<file path="src/rtl/mal_pkg.sv">
package mal_pkg;
  typedef enum logic [1:0] {
    CAP_NONE = 2'd0,
    CAP_HI   = 2'd1,
    CAP_LO   = 2'd2
  } cap_kind_e;
endpackage

</file>
<file path="src/rtl/mal_capture_ctl.sv">
module mal_capture_ctl
  import mal_pkg::*;
#(
  parameter int CFG_W    = 16,
  parameter int MODE_BIT = 15,
  parameter int BUS_W    = 16
) (
  input  logic             clk_i,
  input  logic             rst_ni,
  input  logic [CFG_W-1:0] cfg_i,
  input  logic             ce_n_i,
  input  logic             adv_n_i,
  input  logic             oe_n_i,
  input  logic [BUS_W-1:0] ad_i,
  output cap_kind_e        kind_o,
  output logic [BUS_W-1:0] data_o
);
  logic             async_mode;
  logic             adv_q, oe_q, ce_q;
  logic [BUS_W-1:0] ad_q;
  logic             adv_rise;

  assign async_mode = cfg_i[MODE_BIT];

  // bus snapshot from the previous edge, used by the asynchronous path
  always_ff @(posedge clk_i or negedge rst_ni) begin
    if (!rst_ni) begin
      adv_q <= 1'b1;
      oe_q  <= 1'b1;
      ce_q  <= 1'b1;
      ad_q  <= '0;
    end else begin
      adv_q <= adv_n_i;
      oe_q  <= oe_n_i;
      ce_q  <= ce_n_i;
      ad_q  <= ad_i;
    end
  end

  assign adv_rise = !adv_q && adv_n_i;

  always_comb begin
    kind_o = CAP_NONE;
    data_o = ad_i;
    if (async_mode) begin
      data_o = ad_q;
      if (adv_rise && !ce_q) kind_o = oe_q ? CAP_LO : CAP_HI;
    end else if (!ce_n_i && !adv_n_i) begin
      kind_o = oe_n_i ? CAP_LO : CAP_HI;
    end
  end
endmodule

</file>
<file path="src/rtl/mal_half_latch.sv">
module mal_half_latch #(
  parameter int W = 16
) (
  input  logic         clk_i,
  input  logic         rst_ni,
  input  logic         load_i,
  input  logic [W-1:0] d_i,
  output logic [W-1:0] q_o
);
  always_ff @(posedge clk_i or negedge rst_ni) begin
    if (!rst_ni)     q_o <= '0;
    else if (load_i) q_o <= d_i;
  end
endmodule

</file>
<file path="src/rtl/multiplexed_addr_latch.sv">
module multiplexed_addr_latch
  import mal_pkg::*;
#(
  parameter int ADDR_W   = 26,
  parameter int BUS_W    = 16,
  parameter int CFG_W    = 16,
  parameter int MODE_BIT = 15
) (
  input  logic              clk_i,
  input  logic              rst_ni,
  input  logic [CFG_W-1:0]  cfg_i,
  input  logic              ce_n_i,
  input  logic              adv_n_i,
  input  logic              oe_n_i,
  input  logic [BUS_W-1:0]  ad_i,
  output logic [ADDR_W-1:0] addr_o,
  output logic              sense_o
);
  localparam int HI_W = ADDR_W - BUS_W;

  cap_kind_e        kind;
  logic [BUS_W-1:0] cap_data;
  logic [HI_W-1:0]  hi_q;
  logic [BUS_W-1:0] lo_q;
  logic             cfg_unused;

  assign cfg_unused = ^cfg_i;

  mal_capture_ctl #(
    .CFG_W(CFG_W), .MODE_BIT(MODE_BIT), .BUS_W(BUS_W)
  ) u_ctl (
    .clk_i, .rst_ni, .cfg_i, .ce_n_i, .adv_n_i, .oe_n_i, .ad_i,
    .kind_o(kind), .data_o(cap_data)
  );

  mal_half_latch #(.W(HI_W)) u_hi (
    .clk_i, .rst_ni, .load_i(kind == CAP_HI),
    .d_i(cap_data[HI_W-1:0]), .q_o(hi_q)
  );

  mal_half_latch #(.W(BUS_W)) u_lo (
    .clk_i, .rst_ni, .load_i(kind == CAP_LO),
    .d_i(cap_data), .q_o(lo_q)
  );

  always_ff @(posedge clk_i or negedge rst_ni) begin
    if (!rst_ni) sense_o <= 1'b0;
    else         sense_o <= (kind == CAP_LO);
  end

  assign addr_o = {hi_q, lo_q};

  p_ce_hold_r8 : assert property (@(posedge clk_i) disable iff (!rst_ni)
    ce_n_i |=> (!ce_n_i || $stable(addr_o)));

  p_sync_sense_src_r3 : assert property (@(posedge clk_i) disable iff (!rst_ni)
    (sense_o && !$past(cfg_i[MODE_BIT])) |-> $past(!adv_n_i && oe_n_i && !ce_n_i));

  p_async_sense_src_r6 : assert property (@(posedge clk_i) disable iff (!rst_ni)
    (sense_o && $past(cfg_i[MODE_BIT])) |-> ($past(adv_n_i) && !$past(adv_n_i, 2)));

  p_upper_keep_r7 : assert property (@(posedge clk_i) disable iff (!rst_ni)
    sense_o |-> (addr_o[ADDR_W-1:BUS_W] == $past(addr_o[ADDR_W-1:BUS_W])));
endmodule

</file>
<file path="config.mk">
export PLATFORM = sky130hd
export DESIGN_NAME = multiplexed_addr_latch
export DESIGN_NICKNAME = d
export VERILOG_FILES = /design/src/rtl/mal_pkg.sv /design/src/rtl/mal_capture_ctl.sv /design/src/rtl/mal_half_latch.sv /design/src/rtl/multiplexed_addr_latch.sv
export SDC_FILE = /design/constraint.sdc
export NUM_CORES = 1
export LEC_CHECK = 0
export ABC_AREA = 1
export BUFFER_PORTS_ARGS = -buffer_cell sky130_fd_sc_hd__buf_4
export CAP_MARGIN = 0
export CORE_MARGIN = 3
export CORE_UTILIZATION = 40
export CTS_CLUSTER_SIZE = 14
export DETAILED_ROUTE_END_ITERATION = 16
export PLACE_DENSITY = 0.64
export SLEW_MARGIN = 20
export SYNTH_ARGS = -nofsm -noshare
export SYNTH_HDL_FRONTEND = slang
export SYNTH_SLANG_ARGS = --single-unit
export TNS_END_PERCENT = 30
</file>
<file path="constraint.sdc">
create_clock -name clk_i -period 3 [get_ports clk_i]
set_input_delay 0.15 -clock clk_i [delete_from_list [all_inputs] [get_ports clk_i]]
set_output_delay 0.15 -clock clk_i [all_outputs]
set_load 0.005 [all_outputs]
</file>
======== Word level (Yosys, flattened, before mapping) ========
Index checks and enable logic that the tools add are counted.
cells by class
  eq/ne operators ......................... 2
  multiplexer cells ....................... 6
  reductions and logical operators ........ 7
operator list
  operator              count
  $mux W16              1
  $mux W2               5
  $logic_not A1 Y1      4
  $logic_and A1 B1 Y1   3
  $eq A2 B1 Y1 const B  1
  $eq A2 B2 Y1 const B  1
storage, ports and cells
  register bits ........................... 46
  word-level logic and storage cells ...... 22

======== Logic depth before layout (Yosys ltp) ========
  word-level depth ........................ 6
  mapped depth ............................ 8
  depth with buffers taken out ............ 6

======== Modules after synthesis ========
From an unflattened synthesis, not the netlist that was laid out.
unflattened totals
  cells, all modules ...................... 199
  area, all modules ....................... 1835.5 um2
by module, submodules not included
  module                  times used  cells each  area each (um2)
  mal_capture_ctl         1           84          773.2
  mal_half_latch at u_lo  1           68          644.4
  mal_half_latch at u_hi  1           42          377.9
  multiplexed_addr_latch  1           5           40.0

======== Least setup slack after synthesis ========
Ideal clock, no wire load.
  path type ............................... reg-to-reg
  start ................................... register u_ctl.oe_q
  end ..................................... register u_lo.q_o[10]
  data arrival time ....................... 1019 ps
  required time ........................... 2884 ps
  setup slack ............................. 1865 ps
  stages on the path, launching flop included .. 7
  period minus slack after synthesis ...... 1135 ps
  cell sequence ........................... dfstp_2 -> nand2_2 -> inv_2 -> nand3_4 -> buf_2 -> nand3_1 -> nand2_1
on the way
  longest elaborated chain between the ends .. 4
RTL lines
  what                    line                          source
  from (decl)             mal_capture_ctl.sv:19         logic adv_q, oe_q, ce_q;
  from (signal assigned)  mal_capture_ctl.sv:34         oe_q <= oe_n_i;
  $mux W2 (2 in series)   mal_capture_ctl.sv:47         if (adv_rise && !ce_q) kind_o = oe_q ? CAP_LO : CAP_HI;
  $mux W2                 mal_capture_ctl.sv:45         if (async_mode) begin
  $eq A2 B2 Y1            multiplexed_addr_latch.sv:42  .clk_i, .rst_ni, .load_i(kind == CAP_LO),
  to (signal assigned)    mal_half_latch.sv:12          else if (load_i) q_o <= d_i;
  to (decl)               mal_half_latch.sv:8           output logic [W-1:0] q_o
Every way passes these cells.
A chain may end at the register's enable or synchronous reset.

======== Final worst setup path ========
  start ................................... input adv_n_i
  end ..................................... register u_hi.q_o[8]
on the way
  longest elaborated chain between the ends .. 5
RTL lines
  what                                                     line                                          source
  from (decl)                                              multiplexed_addr_latch.sv:13                  input logic adv_n_i,
  $logic_not A1 Y1 or $logic_and A1 B1 Y1 (tied branches)  mal_capture_ctl.sv:48, mal_capture_ctl.sv:40
  $logic_and A1 B1 Y1, on equally long branches            mal_capture_ctl.sv:48, mal_capture_ctl.sv:47
  $mux W2, on equally long branches                        mal_capture_ctl.sv:48, mal_capture_ctl.sv:47
  $mux W2 *                                                mal_capture_ctl.sv:45
  $eq A2 B1 Y1 *                                           multiplexed_addr_latch.sv:37                  .clk_i, .rst_ni, .load_i(kind == CAP_HI),
  to (signal assigned)                                     mal_half_latch.sv:12
  to (decl)                                                mal_half_latch.sv:8
Mark *: on every way between the ends. The rest lies on a longest branch, timed or not.

==> qor.txt <==
Leak Pwr -> 0.00133 uW
Clock-pin slew on the worst setup and hold paths -> 0.08 ns
DR pass1 iterations -> 4
Mapped Area -> 1820 um2
DIE AREA -> 5410 um2
Switching power share of the total -> 26.2%
Setup Buffers After CTS -> 0
Top cell type's share of synthesized area -> 59.0%
Synth cell count leaders -> nand2_1, dfrtp_1, nand3_1
Final setup fails -> 0
Startpoint types -> primary input
Clock buffer count from CTS -> 5
Worst setup EP type -> flop
Initial antenna violation count -> 0
1st-iter DRT viols -> 93
Worst slew pin tran -> 0.582 ns
VDD IR-drop max -> 0.245 mV
I/O Pins -> 64
Vias per cell -> 4.66
Tmin final -> 1.62 ns
Synth unique cells -> 17
Nets -> 298
Post-Synthesis Cells -> 194
Final core utilization -> 59.0%
Synth Register Bits -> 46
Count leader, synth -> nand2_1
Synth Flop Type -> dfrtp_1
Largest net degree at the start of global routing -> 47
Final WL -> 4130 um
Pwr Density -> 582 nW/um2
DP HPWL -> 2610 um
Crit Path Class -> primary input to flop
Final worst slack -> 1.38 ns
Share of cells above drive strength 1 -> 25.6%
Cell taking the most area after synthesis -> dfrtp_1
RSZ-0062 raised after global routing -> false
Ant diodes -> 0
Comb power frac -> 20.8%
Net Switching -> 378 uW
# DRC -> 0
Post-synth EDFFs -> 0
Post-synth ARST share -> 100%
Clk_skew -> 0.00830 ns
Die Ht -> 73.5 um
Post-place setup slack -> 1.50 ns
Via Count -> 1454
Post-synthesis sequential area ratio -> 63.3%
Reg area -> 1150 um2
Clock power frac -> 26.9%
Ranking of synthesized cells by area -> dfrtp_1, nand2_1, nand3_1
CTS root buf -> clkbuf_8
Fin area -> 2480 um2
Run status -> finished clean
Placer Congestion -> 0.740
Fillers -> 383
Die width -> 73.5 um
Maxcap violations -> 0
Area of the multi-input gates -> 593 um2
GRT Residual Overflow -> 0
Critical Path AT -> 1.85 ns
Clock Latency Late Sink -> 0.30 ns
Layout area overhead -> 35.9%
FMAX -> 618 MHz
Post-Syn Area per Cell -> 9.40 um2
CTS Buffer Depth -> 2
Initial core utilization -> 43.4%
Vias in the first global route -> 1553
CP max FO -> 11
Final hold vios -> 0
Max-slew headroom -> 61.2%
Cell Int Power -> 1070 uW
ANT nets after route -> 0
Clock sinks -> 46
Port Buffer Count -> 48
Reg power frac -> 52.4%
GRT Util Overall -> 17.7%
H-Tree Depth -> 2
DP Area -> 2190 um2
Period utilization -> 54.0%
TritonCTS clock tree -> done
Row count -> 23
Post-synth net total -> 231
Core Area -> 4200 um2
Ys Warns -> 0
Hold Crit Class -> primary input to flop
WL per Instance -> 13.2 um
Slew Limit Fails -> 0
First-pass GRT wire length -> 7300 um
Setup_tns -> 0 ns
Req. time, crit path -> 3.23 ns
-- what timing repair did --
item	in CTS	in global routing
hold buffers	20	0
setup endpoints to repair	0	0
gates resized for setup	0	0
endpoints found under the hold margin	62	0
-- layout make-up --
| cell class | instances | share of cell area, % |
|---|---|---|
| inverter | 4 | 0.706 |
| timing repair buffer | 68 | 22.6 |
| multi-input combinational | 136 | 23.9 |
| sequential | 46 | 46.6 |
| clock inverter | 1 | 0.202 |
| tap | 50 | 2.52 |
| clock buffer | 7 | 3.48 |
-- worst max-delay path, cell delays in order --
cell and delay [ns]:
dlygate4sd3_1 0.56, buf_4 0.15, nor2_2 0.16, nand3b_1 0.36, nand2_2 0.32, nand2_1 0.09
nand2_1 0.06
-- cell usage in the layout (no fill, tap or decap) --
cell and n:
nand2_1 100, dfstp_2 3, nor2_1 1, dfrtp_1 43, clkinv_2 1, buf_4 48
nand3_4 2, inv_4 1, clkbuf_1 1, inv_2 1, clkbuf_8 6, nor2_2 2
inv_1 2, nand2_4 1, nand2_2 2, nand3b_1 1, dlygate4sd3_1 20, nand3_1 27
-- per-stage QoR --
stage          hold WS (ns)  power [uW]  std cells
2_1_floorplan        -0.146         875        194
3_3_place_gp          0.190        1050        284
3_5_place_dp          0.190        1050        284
4_1_cts               0.279        1470        312
6_report              0.301        1440        312
5_1_grt               0.330        1530        312
-- state kept, by name, summed over array words and instances (netlist names) --
register	count
sense_o	1
u_ctl.ce_q	1
u_hi.q_o	10
u_ctl.adv_q	1
u_lo.q_o	16
u_ctl.oe_q	1
u_ctl.ad_q	16
-- power groups by stage --
stage | clock (uW) | sequential (uW) | combinational (uW)
after floorplan | 0 | 769 | 106
after global placement | 0 | 767 | 279
after detailed placement | 0 | 769 | 283
after CTS | 403 | 757 | 305
after global routing | 424 | 768 | 341
final | 388 | 756 | 300
-- final timing paths --
kind	startpoint	end	slack, ns	depth (start not counted)
worst max-delay path	adv_n_i	u_hi.q_o[8]	1.38	7
worst min-delay path	cfg_i[15]	u_lo.q_o[12]	0.30	5
worst max register to register	u_ctl.oe_q	u_hi.q_o[8]	1.57	5
worst min register to register	u_hi.q_o[7]	u_hi.q_o[7]	0.51	2
max in group asynchronous	rst_ni	u_ctl.ad_q[2]	2.22	2
min in group asynchronous	rst_ni	sense_o	0.39	2
-- kinds of logic (layout without fill, tap and decap cells) --
family	Yosys count	count (layout)	synth area share (%)
flip-flops	46	46	63.3
buffers and inverters	12	80	4.18
AND/OR/NAND/NOR	136	136	32.5
-- routing by layer --
metal / track usage (%) / routed length [um] / vias to the layer above
li1: - / - / 740
met4: 6.84 / 37 / 0
met3: 4.92 / 211 / 4
met1: 22.9 / 1910 / 679
met5: 0 / 0 / -
met2: 28.3 / 1970 / 31
Note: power is estimated with default switching activity, not from simulation.
